File: src/rtl/fifo_rd_pkg.sv
package fifo_rd_pkg;

    // What one read-clock edge does to the read state
    typedef enum logic [1:0] {
        RA_HOLD = 2'd0,   // reads stopped, nothing new
        RA_ARM  = 2'd1,   // reads stopped, remember a clear
        RA_ZERO = 2'd2,   // reads running, clear the pointer
        RA_STEP = 2'd3    // reads running, consume one address
    } rd_action_e;

endpackage

File: src/rtl/rdp_pol_decode.sv
module rdp_pol_decode #(
    parameter int N_CTL = 3
) (
    input  logic             pol_low_i,
    input  logic [N_CTL-1:0] pin_i,
    output logic [N_CTL-1:0] act_o
);

    // Each control pin is active when it differs from the polarity level
    for (genvar g = 0; g < N_CTL; g++) begin : g_pin
        assign act_o[g] = pin_i[g] ^ pol_low_i;
    end

endmodule

File: src/rtl/rdp_action.sv
module rdp_action
    import fifo_rd_pkg::*;
(
    input  logic       adv_i,
    input  logic       clr_i,
    input  logic       pend_i,
    output rd_action_e act_o
);

    always_comb begin
        if (adv_i) begin
            act_o = (clr_i || pend_i) ? RA_ZERO : RA_STEP;
        end else begin
            act_o = clr_i ? RA_ARM : RA_HOLD;
        end
    end

endmodule

File: src/rtl/rdp_ready.sv
module rdp_ready #(
    parameter int ADDR_W  = 19,
    parameter int MIN_LAG = 192
) (
    input  logic              clk,
    input  logic              rst_n,
    input  logic [ADDR_W-1:0] rd_ptr_next_i,
    input  logic [ADDR_W-1:0] wr_ptr_i,
    output logic              ready_o
);

    localparam logic [ADDR_W-1:0] LAG_MIN = ADDR_W'(MIN_LAG);

    logic [ADDR_W-1:0] lag;
    logic              ready_d;
    logic              ready_q;

    always_comb begin
        lag     = wr_ptr_i - rd_ptr_next_i;
        ready_d = (lag >= LAG_MIN);
    end

    always_ff @(posedge clk or negedge rst_n) begin
        if (!rst_n) begin
            ready_q <= 1'b0;
        end else begin
            ready_q <= ready_d;
        end
    end

    assign ready_o = ready_q;

    // A pointer pair with zero distance is never reported as ready
    AST_EQUAL_NOT_READY: assert property (@(posedge clk) disable iff (!rst_n)
        (wr_ptr_i == rd_ptr_next_i) |=> !ready_q) else $error("AST_EQUAL_NOT_READY");

endmodule

File: src/rtl/fifo_rd_port.sv
module fifo_rd_port
    import fifo_rd_pkg::*;
#(
    parameter int DATA_W  = 8,
    parameter int ADDR_W  = 19,
    parameter int MIN_LAG = 192
) (
    input  logic              clk,
    input  logic              rst_n,
    input  logic              pol_low_i,
    input  logic              rd_clr_i,
    input  logic              rd_adv_i,
    input  logic              out_drv_i,
    input  logic [ADDR_W-1:0] wr_ptr_i,
    output logic [ADDR_W-1:0] ram_addr_o,
    input  logic [DATA_W-1:0] ram_data_i,
    output logic [DATA_W-1:0] dout_o,
    output logic              dout_oe_o,
    output logic              ready_o
);

    localparam int N_CTL   = 3;
    localparam int IDX_CLR = 0;
    localparam int IDX_ADV = 1;
    localparam int IDX_DRV = 2;

    typedef struct packed {
        logic [ADDR_W-1:0] ptr;
        logic              pend;
        logic [DATA_W-1:0] dout;
        logic              oe;
    } rd_state_t;

    rd_state_t        st_d;
    rd_state_t        st_q;
    logic [N_CTL-1:0] ctl_pin;
    logic [N_CTL-1:0] ctl_act;
    logic             clr_a;
    logic             adv_a;
    logic             drv_a;
    rd_action_e       act;
    logic             ready_int;

    assign ctl_pin[IDX_CLR] = rd_clr_i;
    assign ctl_pin[IDX_ADV] = rd_adv_i;
    assign ctl_pin[IDX_DRV] = out_drv_i;

    rdp_pol_decode #(.N_CTL(N_CTL)) u_pol (
        .pol_low_i (pol_low_i),
        .pin_i     (ctl_pin),
        .act_o     (ctl_act)
    );

    assign clr_a = ctl_act[IDX_CLR];
    assign adv_a = ctl_act[IDX_ADV];
    assign drv_a = ctl_act[IDX_DRV];

    rdp_action u_act (
        .adv_i  (adv_a),
        .clr_i  (clr_a),
        .pend_i (st_q.pend),
        .act_o  (act)
    );

    always_comb begin
        st_d    = st_q;
        st_d.oe = drv_a;
        case (act)
            RA_ZERO: begin
                st_d.ptr  = '0;
                st_d.pend = 1'b0;
            end
            RA_STEP: begin
                st_d.ptr = st_q.ptr + 1'b1;
                if (drv_a) begin
                    st_d.dout = ram_data_i;
                end
            end
            RA_ARM: begin
                st_d.pend = 1'b1;
            end
            default: begin
            end
        endcase
    end

    always_ff @(posedge clk or negedge rst_n) begin
        if (!rst_n) begin
            st_q <= '0;
        end else begin
            st_q <= st_d;
        end
    end

    rdp_ready #(.ADDR_W(ADDR_W), .MIN_LAG(MIN_LAG)) u_rdy (
        .clk           (clk),
        .rst_n         (rst_n),
        .rd_ptr_next_i (st_d.ptr),
        .wr_ptr_i      (wr_ptr_i),
        .ready_o       (ready_int)
    );

    // RAM is addressed one edge ahead so its data lines up with the consume edge
    assign ram_addr_o = st_d.ptr;
    assign dout_o     = st_q.dout;
    assign dout_oe_o  = st_q.oe;
    assign ready_o    = ready_int ^ pol_low_i;

    AST_STEP_ONE: assert property (@(posedge clk) disable iff (!rst_n)
        (adv_a && !clr_a && !st_q.pend) |=> (st_q.ptr == ADDR_W'($past(st_q.ptr) + 1'b1)))
        else $error("AST_STEP_ONE");
    AST_SKIP_HIZ: assert property (@(posedge clk) disable iff (!rst_n)
        (adv_a && !drv_a) |=> !dout_oe_o) else $error("AST_SKIP_HIZ");
    AST_STOP_HOLDS: assert property (@(posedge clk) disable iff (!rst_n)
        !adv_a |=> ($stable(st_q.ptr) && $stable(dout_o))) else $error("AST_STOP_HOLDS");
    AST_CLEAR_ZERO: assert property (@(posedge clk) disable iff (!rst_n)
        (adv_a && (clr_a || st_q.pend)) |=> (st_q.ptr == '0 && !st_q.pend))
        else $error("AST_CLEAR_ZERO");
    AST_CLEAR_ARMS: assert property (@(posedge clk) disable iff (!rst_n)
        (!adv_a && clr_a) |=> st_q.pend) else $error("AST_CLEAR_ARMS");

endmodule

File: config.mk
export PLATFORM = sky130hd
export DESIGN_NAME = fifo_rd_port
export DESIGN_NICKNAME = d
export VERILOG_FILES = /design/src/rtl/fifo_rd_pkg.sv /design/src/rtl/rdp_pol_decode.sv /design/src/rtl/rdp_action.sv /design/src/rtl/rdp_ready.sv /design/src/rtl/fifo_rd_port.sv
export SDC_FILE = /design/constraint.sdc
export NUM_CORES = 1
export LEC_CHECK = 0
export BUFFER_PORTS_ARGS = -buffer_cell sky130_fd_sc_hd__buf_2
export CORE_UTILIZATION = 40
export CTS_BUF_LIST = sky130_fd_sc_hd__clkbuf_2
export DETAILED_ROUTE_END_ITERATION = 7
export SLEW_MARGIN = 5
export SYNTH_ARGS = -nofsm -noshare
export SYNTH_HDL_FRONTEND = slang
export SYNTH_SLANG_ARGS = --single-unit
File: constraint.sdc
create_clock -name clk -period 5.5 [get_ports clk]
set_input_delay 0.55 -clock clk [delete_from_list [all_inputs] [get_ports clk]]
set_output_delay 0.55 -clock clk [all_outputs]
set_load 0.02 [all_outputs]
==> metrics.md <==
| Metric | Value |
|---|---|
| Num rows | `28` |
| Min-delay worst type | `input pin to asynchronous set/reset pin` |
| DIE HEIGHT | `81.81 um` |
| Initial core utilization | `42.28%` |
| Post-DP Area | `0.002716 mm^2` |
| Synthesis-to-finish area growth | `8.251%` |
| Most numerous cell on the critical path | `nand2_1` |
| CP startpoint kind | `flip-flop` |
| First drt pass iteration count | `4` |
| Prevailing post-synth register cell | `dfrtp_1` |
| Initial DRC count | `106` |
| Largest net degree at the start of global routing | `31` |
| # DRC | `0` |
| Status | `complete, no violations` |
| CP Class | `flip-flop to flip-flop` |
| Crit path max-delay cell type | `ha_1` |
| Antenna-violating nets left | `0` |
| Top cell type's share of synthesized area | `29.47%` |
| Hpwl dp | `4410 um` |
| Area of the mapped netlist | `0.002547 mm^2` |
| Number of buffers created by CTS | `5` |
| # clock sinks | `30` |
| Period utilization | `73.35%` |
| Ys async rst share | `100.0%` |
| Post-synthesis sequential area ratio | `29.47%` |
| Wirelength, routed | `5506 um` |
| Fin Setup TNS | `0 ps` |
| Global route overflow | `0` |
| Number of I/O port buffers | `61` |
| WP data required | `5760 ps` |
| Register area | `750.7 um^2` |
| Worst Path Max Fanout | `13` |
| Fin. Hold Viols | `0` |
| IO Count | `62` |
| Yosys warnings | `0` |
| Worst-Skew Late Latency | `370 ps` |
| Post-CTS sizing | `0` |
| Worst-path clk slew | `170 ps` |
| Multi-input gate area | `0.001484 mm^2` |
| Synth top area cells | `dfrtp_1, ha_1, buf_4` |
| Routed via count | `2119` |
| N_diodes | `0` |
| Top-count cell post-synth | `nand2_1` |
| FMAX | `0.2479 GHz` |
| Final Cell Area | `0.002758 mm^2` |
| Critical path cell sequence | `nand2_1 -> nand2_1 -> o21ai_0 -> ha_1 -> nand2_1 -> o31a_1 -> ha_1 -> a211oi_1 -> nand3_1 -> o211ai_1 -> xnor2_1 -> a2111oi_0 -> o221a_2 -> o2111ai_2` |
| Arr. time, crit path | `4290 ps` |
| Layout cells sized above 1 | `27.25%` |
| Die width | `81.81 um` |
| Slew headroom | `54.85%` |
| First-pass GRT wire length | `9156 um` |
| Most common library cells after synthesis | `nand2_1, dfrtp_1, buf_4` |
| Cells after Synth | `296` |
| Via-per-instance ratio | `5.181` |
| Post-synth EDFFs | `0` |
| H-tree Lvls | `2` |
| Gp weighted congestion | `0.8426` |
| Core area | `0.006026 mm^2` |
| Setup Buffers After CTS | `0` |
| Avg WL per Cell | `13.46 um` |
| Register bit count reported by yosys | `30` |
| Slew @ Worst Pin | `677.3 ps` |
| Clock Skew | `17.31 ps` |
| Maxcap violations | `0` |
| Critical path capture point type | `flip-flop` |
| Post-synth top area cell | `dfrtp_1` |
| Vias in the first global route | `2019` |
| Min Tclk post-route | `4034 ps` |
| RSZ-0062 raised after global routing | `false` |
| Final Max Tran Viols | `0` |
| Leakage | `1.419 nW` |
| Final setup violation count | `0` |
| Largest stage delay, worst path | `470 ps` |
| Peak VDD IR | `0.1743 mV` |
| Filler instances | `621` |
| Pwr dens | `198.1 mW/mm^2` |
| Yosys cell types | `46` |
| Initial antenna violation count | `0` |
| CTS Buffer Depth | `2` |
| CTS Hold Bufs | `0` |
| Root buf cell | `clkbuf_2` |
| Final net count | `387` |
| Mean Syn Cell Area | `8.606 um^2` |
| CTS tree | `built` |
| DIE AREA | `0.006692 mm^2` |
| Gr usage total | `18.01%` |
| Post-Syn Nets | `350` |
-- state kept, by name, summed over array words and instances, names as in the netlist --
| register | flops |
|---|---|
| dout_o | 8 |
| dout_oe_o | 1 |
| st_q | 20 |
| u_rdy.ready_o | 1 |
-- cells in the final DEF (no fill, tap or decap), drive strengths merged, types with 3 or more instances in the layout --
master	synthesis	layout
mux2	9	9
a21boi	3	3
inv	22	22
nor2	16	16
clkbuf	2	5
o2111ai	3	3
xor2	11	11
o21a	5	5
a21oi	10	10
o31a	6	6
nand2	37	37
a211oi	5	5
nand3	19	19
or2	8	8
o21ai	15	15
dfrtp	30	30
nor3	6	6
nand2b	3	3
xnor2	8	8
nand4	5	5
buf	28	61
and3	3	3
ha	21	21
-- cells by family after synthesis --
| kind of cell | Yosys count | synth area share [%] |
|---|---|---|
| DFF | 30 | 29.47 |
| AOI/OAI and AO/OA | 55 | 14.83 |
| muxes | 10 | 4.371 |
| adders and majority gates | 21 | 10.31 |
| buffers and inverters | 53 | 12.28 |
| and+or+nand+nor | 107 | 21.02 |
| xor gates and xnor gates | 20 | 7.711 |
-- power breakdown --
part / total (mW) / switching [mW] / internal, mW
Sequential: 0.258 / 0.0126 / 0.246
Clock: 0.108 / 0.0788 / 0.0290
Combinational: 0.180 / 0.105 / 0.0749
Total: 0.546 / 0.197 / 0.350
-- worst paths after layout --
kind                       startpoint            end  slack [ps]  cells past startpoint
setup / recovery              st_q[9]  u_rdy.ready_o        1470                     14
setup reg to reg              st_q[9]  u_rdy.ready_o        1470                     14
min in group clk            out_drv_i      dout_oe_o         370                      2
max in group asynchronous       rst_n      dout_oe_o        4870                      1
hold reg to reg             dout_o[0]      dout_o[0]         520                      1
hold / removal                  rst_n       st_q[19]         190                      1
-- final cells by class --
| class | instances | share of cell area, % |
|---|---|---|
| Tap cell | 75 | 3.403 |
| Clock buffer | 5 | 0.9074 |
| Sequential cell | 30 | 27.22 |
| Clock inverter | 3 | 0.5898 |
| Inverter | 22 | 2.995 |
| Timing Repair Buffer | 61 | 11.07 |
| Multi-Input combinational cell | 213 | 53.81 |
-- routing by layer --
metal	GRT usage, %	vias to the layer above	wire length [um]
met5	0	-	0
met4	5.789	0	70
met3	2.889	5	277
met2	30.25	61	2589
met1	23.43	979	2569
li1	-	1074	-
-- metrics by stage --
stage	utilization (%)	setup WS (ps)	power, mW	instances	hold slack, ps
final	45.76	1466	0.5463	409	189.9
after global routing	45.76	1056	0.5887	409	213.6
after CTS	45.76	1520	0.5574	409	193.5
after detailed placement	45.08	1183	0.4445	401	488.4
after global placement	45.08	1394	0.4411	401	482.2
after floorplan	-	1614	0.4175	296	254.4
-- worst max-delay path: cells and delay by family, from the launching register on --
family	cells	cell delay (ps)
simple gates	4	570
compound gates	7	2040
xor+xnor	1	90
fa+ha+maj	2	810
flops	1	430
Power figures use the tool's default switching activity.
